## src/rtl/dm_pkg.sv

```systemverilog
package dm_pkg;

  typedef enum logic [1:0] {
    PCD_IDLE  = 2'd0,
    PCD_COUNT = 2'd1,
    PCD_ARMED = 2'd2
  } pcd_state_t;

endpackage

```

## src/rtl/dm_sync.sv

```systemverilog
module dm_sync #(
  parameter int STAGES = 2
) (
  input  logic clk,
  input  logic rst,
  input  logic async_i,
  output logic sync_o
);

  logic [STAGES-1:0] chain_q;

  always_ff @(posedge clk) begin
    if (rst) chain_q <= '0;
    else     chain_q <= {chain_q[STAGES-2:0], async_i};
  end

  assign sync_o = chain_q[STAGES-1];

endmodule

```

## src/rtl/dm_uvlo.sv

```systemverilog
module dm_uvlo #(
  parameter int ADC_W        = 12,
  parameter int UVLO_ON_CODE  = 1365,
  parameter int UVLO_OFF_CODE = 1280
) (
  input  logic             clk,
  input  logic             rst,
  input  logic             smp_valid_i,
  input  logic [ADC_W-1:0] smp_code_i,
  output logic             en_o
);

  localparam logic [ADC_W-1:0] ON_C  = ADC_W'(UVLO_ON_CODE);
  localparam logic [ADC_W-1:0] OFF_C = ADC_W'(UVLO_OFF_CODE);

  logic en_q;

  always_ff @(posedge clk) begin
    if (rst) begin
      en_q <= 1'b0;
    end else if (smp_valid_i) begin
      if (!en_q && smp_code_i >= ON_C)      en_q <= 1'b1;
      else if (en_q && smp_code_i < OFF_C)  en_q <= 1'b0;
    end
  end

  assign en_o = en_q;

  AST_UVLO_HOLD_ON: assert property (@(posedge clk) disable iff (rst)
    (en_q && smp_valid_i && smp_code_i >= OFF_C) |=> en_q);
  AST_UVLO_STAY_OFF: assert property (@(posedge clk) disable iff (rst)
    (!en_q && !smp_valid_i) |=> !en_q);

endmodule

```

## src/rtl/dm_pcd.sv

```systemverilog
module dm_pcd
  import dm_pkg::*;
#(
  parameter int QUAL_CYC = 5
) (
  input  logic clk,
  input  logic rst,
  input  logic en_i,
  input  logic low_i,
  output logic pcd_o
);

  localparam int CNT_W = $clog2(QUAL_CYC + 1);
  localparam logic [CNT_W-1:0] QUAL_C = CNT_W'(QUAL_CYC);
  localparam logic [CNT_W-1:0] ONE_C  = CNT_W'(1);

  pcd_state_t       st_q;
  logic [CNT_W-1:0] cnt_q;
  logic             pcd_q;

  always_ff @(posedge clk) begin
    if (rst || !en_i) begin
      st_q  <= PCD_IDLE;
      cnt_q <= '0;
      pcd_q <= 1'b0;
    end else begin
      pcd_q <= 1'b0;
      case (st_q)
        PCD_IDLE: begin
          if (low_i) begin
            cnt_q <= ONE_C;
            st_q  <= (ONE_C >= QUAL_C) ? PCD_ARMED : PCD_COUNT;
          end
        end
        PCD_COUNT: begin
          if (!low_i) begin
            cnt_q <= '0;
            st_q  <= PCD_IDLE;
          end else begin
            cnt_q <= cnt_q + ONE_C;
            if (cnt_q + ONE_C >= QUAL_C) st_q <= PCD_ARMED;
          end
        end
        PCD_ARMED: begin
          if (!low_i) begin
            pcd_q <= 1'b1;
            cnt_q <= '0;
            st_q  <= PCD_IDLE;
          end
        end
        default: begin
          cnt_q <= '0;
          st_q  <= PCD_IDLE;
        end
      endcase
    end
  end

  assign pcd_o = pcd_q;

  AST_PCD_SINGLE: assert property (@(posedge clk) disable iff (rst)
    pcd_q |=> !pcd_q);
  AST_PCD_AFTER_LOW: assert property (@(posedge clk) disable iff (rst)
    pcd_q |-> $past(st_q) == PCD_ARMED);
  AST_PCD_GATED: assert property (@(posedge clk) disable iff (rst)
    !en_i |=> !pcd_q);

endmodule

```

## src/rtl/dm_ref.sv

```systemverilog
module dm_ref #(
  parameter int ADC_W       = 12,
  parameter int SCALE_NUM   = 993,
  parameter int SCALE_SHIFT = 10
) (
  input  logic             clk,
  input  logic             rst,
  input  logic             en_i,
  input  logic             pcd_i,
  input  logic             smp_valid_i,
  input  logic [ADC_W-1:0] smp_code_i,
  output logic [ADC_W-1:0] ref_o,
  output logic             droop_o
);

  localparam int PROD_W = ADC_W + SCALE_SHIFT;
  localparam logic [PROD_W-1:0] NUM_C = PROD_W'(SCALE_NUM);

  logic [ADC_W-1:0]  last_q;
  logic [ADC_W-1:0]  ref_q;
  logic              ref_ok_q;
  logic              droop_q;
  logic [PROD_W-1:0] prod;
  logic [ADC_W-1:0]  scaled;

  always_comb begin
    prod   = PROD_W'(last_q) * NUM_C;
    scaled = prod[SCALE_SHIFT +: ADC_W];
  end

  always_ff @(posedge clk) begin
    if (rst) last_q <= '0;
    else if (smp_valid_i) last_q <= smp_code_i;
  end

  always_ff @(posedge clk) begin
    if (rst || !en_i) begin
      ref_q    <= '0;
      ref_ok_q <= 1'b0;
      droop_q  <= 1'b0;
    end else if (pcd_i) begin
      ref_q    <= scaled;
      ref_ok_q <= 1'b1;
      droop_q  <= 1'b0;
    end else if (smp_valid_i && ref_ok_q) begin
      droop_q  <= (smp_code_i <= ref_q);
    end
  end

  assign ref_o   = ref_q;
  assign droop_o = droop_q;

  AST_REF_HOLD: assert property (@(posedge clk) disable iff (rst)
    (en_i && !pcd_i) |=> ref_q == $past(ref_q));
  AST_REF_BELOW_SAMPLE: assert property (@(posedge clk) disable iff (rst)
    (en_i && pcd_i) |=> ref_q <= $past(last_q));
  AST_DROOP_NEEDS_REF: assert property (@(posedge clk) disable iff (rst)
    droop_q |-> ref_ok_q);
  AST_OFF_CLEARS: assert property (@(posedge clk) disable iff (rst)
    !en_i |=> (ref_q == '0 && !droop_q));

endmodule

```

## src/rtl/droop_mon_top.sv

```systemverilog
module droop_mon_top #(
  parameter int ADC_W         = 12,
  parameter int QUAL_CYC      = 5,
  parameter int SCALE_NUM     = 993,
  parameter int SCALE_SHIFT   = 10,
  parameter int UVLO_ON_CODE  = 1365,
  parameter int UVLO_OFF_CODE = 1280,
  parameter int SYNC_STAGES   = 2
) (
  input  logic             clk,
  input  logic             rst,
  input  logic             wind_low_i,
  input  logic             smp_valid_i,
  input  logic [ADC_W-1:0] smp_code_i,
  output logic             enabled_o,
  output logic             pcd_o,
  output logic [ADC_W-1:0] ref_o,
  output logic             droop_o
);

  logic en_w;
  logic low_sync_w;
  logic pcd_w;

  dm_sync #(.STAGES(SYNC_STAGES)) u_sync (
    .clk(clk), .rst(rst), .async_i(wind_low_i), .sync_o(low_sync_w)
  );

  dm_uvlo #(
    .ADC_W(ADC_W), .UVLO_ON_CODE(UVLO_ON_CODE), .UVLO_OFF_CODE(UVLO_OFF_CODE)
  ) u_uvlo (
    .clk(clk), .rst(rst), .smp_valid_i(smp_valid_i),
    .smp_code_i(smp_code_i), .en_o(en_w)
  );

  dm_pcd #(.QUAL_CYC(QUAL_CYC)) u_pcd (
    .clk(clk), .rst(rst), .en_i(en_w), .low_i(low_sync_w), .pcd_o(pcd_w)
  );

  dm_ref #(
    .ADC_W(ADC_W), .SCALE_NUM(SCALE_NUM), .SCALE_SHIFT(SCALE_SHIFT)
  ) u_ref (
    .clk(clk), .rst(rst), .en_i(en_w), .pcd_i(pcd_w),
    .smp_valid_i(smp_valid_i), .smp_code_i(smp_code_i),
    .ref_o(ref_o), .droop_o(droop_o)
  );

  assign enabled_o = en_w;
  assign pcd_o     = pcd_w;

  AST_RESET_IDLE: assert property (@(posedge clk)
    rst |=> (!enabled_o && !pcd_o && !droop_o && ref_o == '0));

endmodule

```

## config.mk

```make
export PLATFORM = sky130hd
export DESIGN_NAME = droop_mon_top
export DESIGN_NICKNAME = d
export VERILOG_FILES = /design/src/rtl/dm_pkg.sv /design/src/rtl/dm_sync.sv /design/src/rtl/dm_uvlo.sv /design/src/rtl/dm_pcd.sv /design/src/rtl/dm_ref.sv /design/src/rtl/droop_mon_top.sv
export SDC_FILE = /design/constraint.sdc
export NUM_CORES = 1
export LEC_CHECK = 0
export ABC_AREA = 1
export BUFFER_PORTS_ARGS = -buffer_cell sky130_fd_sc_hd__buf_2
export CAP_MARGIN = 15
export CELL_PAD_IN_SITES_DETAIL_PLACEMENT = 0
export CELL_PAD_IN_SITES_GLOBAL_PLACEMENT = 1
export CORE_UTILIZATION = 35
export DETAILED_ROUTE_END_ITERATION = 10
export PLACE_DENSITY = 0.7
export SKIP_LAST_GASP = 1
export SYNTH_ARGS = -nofsm -noshare
export SYNTH_HDL_FRONTEND = slang
export SYNTH_SLANG_ARGS = --single-unit
```

## constraint.sdc

```tcl
create_clock -name clk -period 3.65 [get_ports clk]
set_input_delay 0.1825 -clock clk [delete_from_list [all_inputs] [get_ports clk]]
set_output_delay 0.1825 -clock clk [all_outputs]
set_load 0.01 [all_outputs]
```

; After elaboration in Yosys (flattened, before gate mapping)
; Index checks and enable logic that the tools add are counted.
; W data, S select, Z words.
[word_totals]
out_inout_bits = 15
n_memories = 0
elab_cells = 45
input_bits = 16
latch_bits = 0
regBits = 35
romBits = 0
ram_bits = 0
[classes]
add_sub_neg = 1
n_mul = 1
bitwise_logic = 1
mux = 12
order_cmp = 4
n_div = 0
reduce_logical = 12
shifts = 0
eq_ne = 5
[ops]
columns = op, count
row1 = $mul A12 B10 Y22 const B, 1
row2 = $ge A12 B11 Y1 const B, 1
row3 = $le A12 B12 Y1, 1
row4 = $lt A12 B11 Y1 const B, 1
row5 = $mux W3, 3
row6 = $pmux W3 S3, 1
row7 = $mux W2, 4
row8 = $pmux W2 S3, 1
row9 = $ne A2 B2 Y1 const B, 2
row10 = $reduce_and A2 Y1, 2
row11 = $reduce_or A2 Y1, 2
row12 = $add A3 B1 Y3 const B, 1
row13 = $ge A3 B3 Y1 const B, 1
row14 = $logic_and A1 B1 Y1, 3
row15 = $mux W1, 3
row16 = $ne A3 B2 Y1 const B, 1
row17 = $reduce_and A3 Y1, 1
row18 = $eq A2 B1 Y1 const B, 1
row19 = $eq A2 B2 Y1 const B, 1
row20 = $logic_not A2 Y1, 1
row21 = $reduce_bool A2 Y1, 1
row22 = $logic_not A1 Y1, 1
row23 = $logic_or A1 B1 Y1, 1
row24 = $not A1 Y1, 1

; Logic depth before layout (Yosys ltp)
; Gate-level depths: netlist of run 1.
[logic_depth]
ltp_word = 5
depth_mapped = 21
ltp_nobuf = 21

; Hierarchy
; A second synthesis of run 1 with hierarchy kept.
[unflattened]
hier_cells = 552
area_unflattened_um2 = 4071.4
[modules_own_cells]
columns = module, instances, area_each_um2, cells_per_inst, seq_area_each_um2
row1 = dm_ref, 1, 3567.2, 473, 520.5
row2 = dm_pcd, 1, 311.5, 44, 120.1
row3 = dm_uvlo, 1, 137.6, 29, 20.0
row4 = dm_sync, 1, 55.1, 6, 40.0

; Worst setup path after synthesis of run 1
; No wires, ideal clock.
[synth_timing]
kind = register to register
startpoint = register u_ref.last_q[2]
endpoint = register u_ref.ref_q[2], in the netlist u_ref.ref_o[2]
t_arrival_ps = 3918
path_slack_ps = -384
t_required_ps = 3535
synth_period_minus_slack_ps = 4034
n_path_buf = 0
setup_time_ps = 115
path_stages_with_launch = 18
path_cell_list = dfxtp_1 > inv_1 > fa_1 > fa_1 > fa_1 > inv_1 > ha_1 > inv_1 > fa_1 > inv_1 > ha_1 > nand2_1 > inv_1 > a21oi_1 > nand2_2 > xor2_1 > o21ai_0 > inv_1
[synth_via]
elab_chain_len = 1
[synth_rtl]
columns = element, line_no
row1 = start: declaration, dm_ref.sv:19  ; logic [ADC_W-1:0] last_q;
row2 = start signal: assignment, dm_ref.sv:33  ; else if (smp_valid_i) last_q <= smp_code_i;
row3 = $mul A12 B10 Y22, dm_ref.sv:27  ; prod = PROD_W'(last_q) * NUM_C;
row4 = end signal: assignment, dm_ref.sv:42  ; ref_q <= scaled;
row5 = end: declaration, dm_ref.sv:20  ; logic [ADC_W-1:0] ref_q;
; Every way passes these cells.
; A chain may end at the register's enable or synchronous reset.

; Final worst setup path of run 1
[layout_timing]
startpoint = register u_ref.last_q[3]
endpoint = register u_ref.ref_q[7], in the netlist u_ref.ref_o[7]
; The elaborated chain is that of the path after synthesis.

==> metrics.yaml, run 1 <==
outcome:
  outcome: "finished with violations"
  violations: "setup timing"
die:
  io_pins: 31
  die_area_um2: 11900
  initial_core_util_pct: 36.5
  core-area_um2: 11000
  row_count: 38
  die_h_um: 109
  fp.dieW_um: 109
flow_run:
  maxCapViolCount: 0
setup_path:
  crit_path_start_kind: "flip-flop"
  critical_path_depth: 20
  crit_path_end_kind: "flip-flop"
  path_buf_inv: 6
  r2r_setup_slack_ns: -0.28
  slowest_stage: "fa_1"
  cp-endpoint: "u_ref.ref_o[7]"
  crit_family: "adder cells"
  timing.rr.start: "u_ref.last_q[3]"
  cp.required_ns: 3.84
  crit_start: "u_ref.last_q[3]"
  cpPeakStageDelay_ns: 0.56
  critical_path_class: "flip-flop to flip-flop"
  reg2reg_to: "u_ref.ref_o[7]"
  worst-path-max-fanout: 4
  ff2ff_path_depth: 20
  worstPathCellList: "inv_2, fa_1, fa_1, fa_1, inv_1, ha_4, inv_2, fa_1, inv_2, ha_4, nand2_4, inv_2, a21oi_2, nand2_2, nand2_2, nand2_1, nand2_1, nand3_2, nand2_1, inv_1"
  cp.arrival_ns: 4.12
pwr:
  total_leakage_power_nw: 2.69
  powerDensity_nw_per_um2: 579
  ir_worst_vdd_mv: 0.228
global_route:
  grt_max_degree: 18
  grt-ovfl-total: 0
  grt_pass1_vias: 3464
  grt_pass1_wl_mm: 17.3
  grt_use_total_pct: 19.3
  antenna_found_initial: 0
yosys:
  ys.flop_type: "dfxtp_1"
  yosysMostFrequentCell: "inv_1"
  yosysTopAreaCell: "ha_1"
  synth-seq-cells: 35
  ys_types: 34
  yosysSeqAreaShare_pct: 17.4
  yosys_warnings: 0
  synthTopCellsByCount: "139 x inv_1, 89 x nand2_1, 76 x ha_1"
  synth-edff-count: 0
  syn_inst: 530
  synth_area_leaders: "ha_1 24%, dfxtp_1 17%, fa_1 16%"
  syn-num-nets: 654
  avgSynthCellArea_um2: 7.60
  synthesis.area_um2: 4030
  async_flop_share_pct: 0
  synthDominantCellAreaShare_pct: 23.6
sta:
  finalSetupViolCount: 11
  hold_viol: 0
  finalClockSkew_ns: 0.00527
  period_needed_ns: 3.93
  slew_viol_final: 0
  rsz0062_at_grt: "true"
  worst_slew_pin_slew_ns: 0.643
  final.period_utilization_pct: 108
  max_freq_mhz: 254
  setup_ws_ns: -0.282
  maxSlewHeadroom_pct: 57.0
cts:
  numCtsBuffers: 5
  hold_buffers: 0
  clkLatencyLatePin_ns: 0.29
  cts_sinks: 35
  h-tree-depth: 2
  cts.clk_slew.worst_paths_ns: 0.06
  cts_max_path_buffers: 2
  root_buffer: "clkbuf_16"
  cts_tree: "built"
route:
  dr_total_vias: 3364
  top_layer: "met4"
  met2_length_mm: 5.37
  wl_met3_um: 279
  via_per_inst: 4.55
  drt_pass1_iterations: 4
  drc: 0
  met1Wirelength_mm: 4.81
  ant_nets: 0
  wirelength_mm: 10.5
  detail_route.wl_per_cell_um: 14.2
  drtIter0Drc: 171
layout:
  multi_input_area_um2: 3090
  fin_cells: 739
  final_cell_area_um2: 5120
  fillers: 1105
  fin_nets: 722
  syn_to_final_growth_pct: 27.3
  register_area_um2: 726
  drive_above_1_share_pct: 28.9
  antenna_cells: 0
placement:
  dp.cells: 729
  placed_area_um2: 4740
  port_buffers: 30
  dp_hpwl_mm: 8.81
  finalWeightedCongestion: 0.828
worst_hold_path:
  worstHoldStart: "wind_low_i"
  worstHoldPathType: "input port to flip-flop"
==> cells by family (layout without fill, tap and decap cells) <==
kind of cell,after synthesis,after routing,share of synthesized area [%]
XOR/XNOR,9,9,1.96
adder cells (fa/ha/maj),108,108,39.5
flip-flops,35,35,17.4
buffers and inverters,151,220,14.3
AND/OR/NAND/NOR,147,147,15.6
AO/OA/AOI/OAI,80,80,11.2
==> sequential cells by signal, summed over array words and instances (netlist names), 2 cells and up <==
name / flops
u_ref.last_q: 12
u_ref.ref_o: 12
u_pcd.cnt_q: 3
u_pcd.st_q: 2
u_sync.chain_q: 2
==> metrics by stage <==
stage               setup TNS (ns)  setup WS (ns)  util, %  hold WS (ns)  power [mW]
floorplan                   -0.401        -0.0707        -         0.254        1.68
global placement             -2.80         -0.320     43.0         0.397        2.22
detailed placement           -3.12         -0.335     43.0         0.401        2.24
CTS                          -2.95         -0.305     45.4        0.0998        2.86
global route                 -4.65         -0.478     46.5         0.119        3.25
finish                       -2.68         -0.282     46.5         0.102        2.97
==> power breakdown <==
group          internal (mW)  switching (mW)
clock network          0.291           0.175
registers              0.394          0.0111
logic                  0.945            1.15
total                   1.63            1.34
==> what timing repair did <==
| item | CTS | global route |
|---|---|---|
| setup endpoints to repair | 12 | 12 |
| buffers inserted | 2 | 0 |
| gates resized for setup | 29 | 19 |
| pin swaps | 27 | 26 |
| hold endpoints to repair | 0 | 0 |
==> worst min-delay path: cells and delay by family <==
| family | cells | cell delay [ns] |
|---|---|---|
| buf+inv | 2 | 0.11 |
| simple gates | 1 | 0.06 |
==> layer usage <==
metal | track usage (%) | vias up
li1 | - | 1775
met1 | 24.5 | 1560
met2 | 33.3 | 24
met3 | 4.12 | 5
met4 | 4.10 | 0
met5 | 0 | -
==> cells in the final DEF (no fill, tap or decap), drive strengths merged, types with 3 or more instances in the layout <==
cell type,Yosys,layout
inv,143,143
nand2,95,95
ha,76,76
buf,2,67
a21oi,42,42
dfxtp,35,35
fa,32,32
o21ai,26,26
nor2,25,25
nand3,18,18
clkbuf,4,8
xor2,6,6
nand4,4,4
xnor2,3,3
o21bai,3,3
nor3,3,3
==> layout make-up <==
| cell class | instances | area share, % |
|---|---|---|
| tap | 140 | 3.42 |
| timing repair buffer | 67 | 8.35 |
| inverter | 145 | 10.7 |
| multi-input combinational | 344 | 60.3 |
| clock buffer | 8 | 3.05 |
| sequential | 35 | 14.2 |
==> worst min path at each step <==
stage | endpoint | depth (start not counted)
2_1_floorplan | u_ref.last_q[8] | 1
3_3_place_gp | u_sync.chain_q[0] | 3
3_5_place_dp | u_sync.chain_q[0] | 3
4_1_cts | u_sync.chain_q[0] | 3
5_1_grt | u_sync.chain_q[0] | 3
6_report | u_sync.chain_q[0] | 3
Note: power is estimated with default switching activity, not from simulation.
==> run 2: changes to the inputs <==
--- a/config.mk
+++ b/config.mk
@@ -12,6 +12,7 @@
 export CELL_PAD_IN_SITES_GLOBAL_PLACEMENT = 1
 export CORE_UTILIZATION = 35
 export DETAILED_ROUTE_END_ITERATION = 10
+export MAX_ROUTING_LAYER = met4
 export PLACE_DENSITY = 0.7
 export SKIP_LAST_GASP = 1
 export SYNTH_ARGS = -nofsm -noshare
==> run 2 against run 1 <==
  * The flow still finishes with violations (setup timing)
  * Clock power barely moved
  * Fmax barely moved
  * Via count rose by 0.51%
  * Core utilization did not move
  * First-iteration DRC count fell by 22%
  * Non-clock buffer count did not move
  * Flip-flop and latch count did not move
  * Largest power group unchanged
==> metrics.yaml, run 2 (same netlist as run 1, synthesis figures left out) <==
cts:
  hold_buffers: 0  # unchanged
  h-tree-depth: 2  # unchanged
  root_buffer: "clkbuf_16"  # unchanged
  clkLatencyLatePin_ns: 0.29  # about the same
  numCtsBuffers: 5  # unchanged
  cts.clk_slew.worst_paths_ns: 0.06  # about the same
  cts_sinks: 35  # unchanged
  cts_max_path_buffers: 2  # unchanged
  cts_tree: "built"  # unchanged
die:
  io_pins: 31  # unchanged
  die_area_um2: 11900  # unchanged
  core-area_um2: 11000  # unchanged
  fp.dieW_um: 109  # unchanged
  initial_core_util_pct: 36.5  # unchanged
  die_h_um: 109  # unchanged
  row_count: 38  # unchanged
setup_path:
  slowest_stage: "fa_1"  # unchanged
  ff2ff_path_depth: 20  # unchanged
  cpPeakStageDelay_ns: 0.56  # about the same
  critical_path_depth: 20  # unchanged
  crit_family: "adder cells"  # unchanged
  critical_path_class: "flip-flop to flip-flop"  # unchanged
  cp.required_ns: 3.84  # about the same
  crit_path_start_kind: "flip-flop"  # unchanged
  worstPathCellList: "inv_2, fa_1, fa_1, fa_1, inv_1, ha_4, inv_2, fa_1, inv_2, ha_4, nand2_4, inv_2, a21oi_2, nand2_2, nand2_2, nand2_1, nand2_1, nand3_2, nand2_1, inv_1"  # unchanged
  cp.arrival_ns: 4.12  # about the same
  path_buf_inv: 6  # unchanged
  worst-path-max-fanout: 4  # unchanged
  crit_path_end_kind: "flip-flop"  # unchanged
sta:
  finalClockSkew_ns: 0.00541  # was 0.00527 ns
  setup_ws_ns: -0.282  # about the same
  final.period_utilization_pct: 108  # about the same
  finalSetupViolCount: 11  # unchanged
  slew_viol_final: 0  # unchanged
  hold_viol: 0  # unchanged
  hold_ws_ns: 0.0982  # was 0.102 ns
  maxSlewHeadroom_pct: 55.9  # was 57.0%
  period_needed_ns: 3.93  # about the same
  max_freq_mhz: 254  # about the same
  rsz0062_at_grt: "true"  # unchanged
  tns_ns: -2.66  # was -2.68 ns
  worst_slew_pin_slew_ns: 0.660  # was 0.643 ns
layout:
  fin_nets: 722  # unchanged
  antenna_cells: 0  # unchanged
  drive_above_1_share_pct: 28.9  # unchanged
  syn_to_final_growth_pct: 27.3  # unchanged
  mostFrequentLayoutCells: "124 x inv_1, 67 x nand2_1, 60 x ha_1"  # unchanged
  layout_commonest_cell: "inv_1"  # unchanged
  final_cell_area_um2: 5120  # unchanged
route:
  dr_total_vias: 3381  # was 3,364
  drtIter0Drc: 134  # was 171
  via_per_inst: 4.58  # was 4.55
  drc: 0  # unchanged
  detail_route.wl_per_cell_um: 14.3  # was 14.2 um
  ant_nets: 0  # unchanged
  drt_pass1_iterations: 5  # was 4
  wirelength_mm: 10.6  # was 10.5 mm
flow_run:
  maxCapViolCount: 0  # unchanged
pwr:
  powerDensity_nw_per_um2: 580  # was 579 nW/um2
  ir_worst_vdd_mv: 0.229  # was 0.228 mV
  power_mw: 2.97  # about the same
  total_leakage_power_nw: 2.69  # unchanged
global_route:
  grt_max_degree: 18  # unchanged
  antenna_found_initial: 0  # unchanged
  grt_pass1_wl_mm: 17.3  # about the same
  grt-ovfl-total: 0  # unchanged
  grt_pass1_vias: 3469  # was 3,464
  grt_use_total_pct: 19.8  # was 19.3%
placement:
  dp_hpwl_mm: 8.81  # unchanged
  finalWeightedCongestion: 0.840  # was 0.828
  port_buffers: 30  # unchanged
  place_ws_ns: -0.335  # unchanged
  placed_area_um2: 4740  # unchanged
outcome:
  violations: "setup timing"  # unchanged
  outcome: "finished with violations"  # unchanged
worst_hold_path:
  worstHoldPathType: "input port to flip-flop"  # unchanged
  hold_depth: 3  # unchanged
[run 2: metrics by stage]
stage,cells,util [%]
floorplan,530,-
global placement,729,43.0
detailed placement,729,43.0
CTS,739,45.4
global route,739,46.5
finish,739,46.5
[run 2: cell type report]
cell class	instances	area (um2)
sequential	35	726
tap	140	175
inverter	145	549
fill	1105	5910
clock buffer	8	156
multi-input combinational	344	3090
timing repair buffer	67	428
[run 2: final timing paths]
| check | startpoint | endpoint | slack [ns] |
|---|---|---|---|
| worst max-delay path | u_ref.last_q[3] | u_ref.ref_o[7] | -0.28 |
| worst min-delay path | wind_low_i | u_sync.chain_q[0] | 0.1 |
| worst max register to register | u_ref.last_q[3] | u_ref.ref_o[7] | -0.28 |
| worst min register to register | u_pcd.st_q[0] | u_pcd.pcd_o | 0.42 |
[run 2: repair_timing]
action / in CTS / in global routing
resized for setup: 29 / 19
setup endpoints to repair: 12 / 12
pin swaps: 27 / 26
buffers inserted: 2 / 0
endpoints found under the hold margin: 0 / 0
[run 2: layer usage]
layer,wire [um],global-route usage [%]
met2,5410,33.6
met4,72,4.10
met3,265,4.00
met5,0,-
met1,4800,24.4
[run 2: power by group]
part / internal (mW) / total, mW / switching [mW]
sequential: 0.394 / 0.405 / 0.0110
combinational: 0.946 / 2.10 / 1.16
clock: 0.291 / 0.466 / 0.175
total: 1.63 / 2.97 / 1.34
[run 2: tightest hold or removal path, cell delays in order]
cell and delay (ns):
buf_2 0.08, inv_1 0.03, nor2_1 0.06
==> run 3: changes to the inputs <==
--- a/config.mk
+++ b/config.mk
@@ -10,6 +10,7 @@
 export CAP_MARGIN = 15
 export CELL_PAD_IN_SITES_DETAIL_PLACEMENT = 0
 export CELL_PAD_IN_SITES_GLOBAL_PLACEMENT = 1
+export CORE_ASPECT_RATIO = 0.8
 export CORE_UTILIZATION = 35
 export DETAILED_ROUTE_END_ITERATION = 10
 export MAX_ROUTING_LAYER = met4
==> run 3 against run 2 <==
  * The run still ends with setup timing left
  * Sequential share of layout area hardly changed
  * Sequential power about the same
  * Power grew 2.0%
  * Register-to-register slack worse by 0.07 ns
  * Fmax fell by 1.7%
  * Clock power is 7.1% higher
  * Non-clock buffer count did not move
  * Global-route usage down 0.82 points
  * Core utilization grew 0.30 points
  * Count of clock-buffer cells in the layout is 3 lower
  * Setup slack lost 0.067 ns
==> metrics.yaml, run 3 (same netlist as run 1, synthesis figures left out) <==
route:
  drt_pass1_iterations: 4  # was 5
  drtIter0Drc: 126  # was 134
  via_per_inst: 4.60  # was 4.58
  ant_nets: 0  # unchanged
  dr_total_vias: 3421  # was 3,381
  detail_route.wl_per_cell_um: 13.8  # was 14.3 um
  drc: 0  # unchanged
  wirelength_mm: 10.3  # was 10.6 mm
global_route:
  grt-ovfl-total: 0  # unchanged
  antenna_found_initial: 0  # unchanged
  grt_pass1_wl_mm: 17.2  # was 17.3 mm
  grt_max_degree: 18  # unchanged
  grt_use_total_pct: 19.0  # was 19.8%
  grt_pass1_vias: 3555  # was 3,469
die:
  fp.dieW_um: 122  # was 109 um
  row_count: 34  # was 38
  die_area_um2: 11900  # about the same
  io_pins: 31  # unchanged
  core-area_um2: 11000  # about the same
  initial_core_util_pct: 36.5  # about the same
  die_h_um: 97.9  # was 109 um
layout:
  fin_cells: 743  # was 739
  layout_commonest_cell: "inv_1"  # unchanged
  register_area_um2: 729  # was 726 um2
  fin_nets: 722  # unchanged
  fillers: 1129  # was 1,105
  mostFrequentLayoutCells: "121 x inv_1, 66 x nand2_1, 61 x ha_1"  # was 124 x inv_1, 67 x nand2_1, 60 x ha_1
  final_cell_area_um2: 5150  # was 5120 um2
  postLayoutCoreUtil_pct: 46.8  # was 46.5%
  antenna_cells: 0  # unchanged
  multi_input_area_um2: 3090  # about the same
  drive_above_1_share_pct: 29.2  # was 28.9%
  syn_to_final_growth_pct: 28.0  # was 27.3%
pwr:
  powerDensity_nw_per_um2: 588  # was 580 nW/um2
  p_clk_share_pct: 16.5  # was 15.7%
  p_switching_mw: 1.36  # was 1.34 mW
  switching_share_pct: 44.8  # was 45.2%
  ir_worst_vdd_mv: 0.236  # was 0.229 mV
  total_leakage_power_nw: 2.71  # was 2.69 nW
  power_frac_comb_pct: 70.2  # was 70.7%
  intPower_mw: 1.67  # was 1.63 mW
  seq_power_share_pct: 13.3  # was 13.6%
placement:
  placed_area_um2: 4730  # was 4740 um2
  finalWeightedCongestion: 0.848  # was 0.840
  port_buffers: 30  # unchanged
  dp.cells: 731  # was 729
  dp_hpwl_mm: 8.65  # was 8.81 mm
cts:
  cts_sinks: 35  # unchanged
  cts_tree: "built"  # unchanged
  numCtsBuffers: 5  # unchanged
  clkLatencyLatePin_ns: 0.28  # was 0.29 ns
  cts_max_path_buffers: 2  # unchanged
  h-tree-depth: 2  # unchanged
  cts.clk_slew.worst_paths_ns: 0.06  # about the same
  root_buffer: "clkbuf_16"  # unchanged
flow_run:
  maxCapViolCount: 0  # unchanged
setup_path:
  cp.required_ns: 3.83  # was 3.84 ns
  cp.arrival_ns: 4.18  # was 4.12 ns
  critical_path_class: "flip-flop to flip-flop"  # unchanged
  worst-path-max-fanout: 4  # unchanged
  crit_path_end_kind: "flip-flop"  # unchanged
  r2r_setup_slack_ns: -0.35  # was -0.28 ns
  crit_path_start_kind: "flip-flop"  # unchanged
sta:
  worst_slew_pin_slew_ns: 0.621  # was 0.660 ns
  rsz0062_at_grt: "true"  # unchanged
  finalClockSkew_ns: 0.00401  # was 0.00541 ns
  final.period_utilization_pct: 110  # was 108%
  max_freq_mhz: 250  # was 254 MHz
  hold_ws_ns: 0.106  # was 0.0982 ns
  hold_viol: 0  # unchanged
  finalSetupViolCount: 12  # was 11
  period_needed_ns: 4.00  # was 3.93 ns
  maxSlewHeadroom_pct: 58.5  # was 55.9%
  setup_ws_ns: -0.349  # was -0.282 ns
  slew_viol_final: 0  # unchanged
worst_hold_path:
  worstHoldPathType: "input port to flip-flop"  # unchanged
outcome:
  outcome: "finished with violations"  # unchanged
  violations: "setup timing"  # unchanged
run 3: cell types whose count changed in the layout (fill, tap and decap cells not counted), sizes merged:
cell | previous run | this run
bufinv | 0 | 1
clkbuf | 8 | 5
clkinv | 2 | 4
run 3: routing by layer:
layer | GRT usage, % | vias up | share of wire [%]
met1 | 26.5 | 1612 | 52
met5 | - | - | 0
met2 | 29.6 | 29 | 45
met4 | 3.04 | 0 | 0.92
li1 | - | 1772 | -
met3 | 2.45 | 8 | 1.8
run 3: worst paths after layout:
check / cells past startpoint / endpoint / start
worst max register to register: 18 / u_ref.ref_o[7] / u_ref.last_q[2]
worst min-delay path: 3 / u_sync.chain_q[0] / wind_low_i
worst min register to register: 2 / u_sync.chain_q[1] / u_sync.chain_q[0]
worst max-delay path: 18 / u_ref.ref_o[7] / u_ref.last_q[2]
run 3: what timing repair did:
item	in CTS	in global routing
endpoints found under the hold margin	0	0
hold buffers	0	0
gates cloned	0	0
pin swaps	26	43
endpoints found under the setup margin	12	12
buffers inserted	2	2
gates resized for setup	27	31
run 3: stage by stage:
stage,setup TNS (ns),power [mW],worst slack (ns)
after floorplan,-0.401,1.68,-0.0707
after global placement,-2.81,2.23,-0.293
after detailed placement,-3.21,2.25,-0.351
after CTS,-3.09,2.88,-0.306
after global routing,-5.03,3.32,-0.488
final,-3.24,3.03,-0.349
run 3: cell type report:
type / instances / area share [%]
multi-input combinational: 344 / 59.9
sequential: 35 / 14.2
inverter: 145 / 10.7
timing repair buffer: 67 / 8.45
tap: 144 / 3.50
clock buffer: 5 / 2.43
clock inverter: 3 / 0.850
run 3: power groups by stage:
stage	sequential [mW]	clock [mW]	combinational, mW
finish	0.404	0.499	2.13
global route	0.406	0.528	2.38
CTS	0.404	0.509	1.97
detailed placement	0.414	0	1.83
global placement	0.414	0	1.82
floorplan	0.418	0	1.27
run 3: critical path, cell delays in order (launching register included):
cell     delay [ns]
dfxtp_4        0.35
buf_6          0.11
fa_1           0.49
inv_2          0.04
fa_2           0.52
inv_2          0.04
fa_2           0.56
ha_4           0.20
fa_1           0.49
ha_4           0.35
nand2_4        0.07
nor2_2         0.10
nand2_1        0.07
nand2_2        0.14
nand2_2        0.07
nand3_1        0.08
nand3_2        0.09
nand2_1        0.09
inv_1          0.04
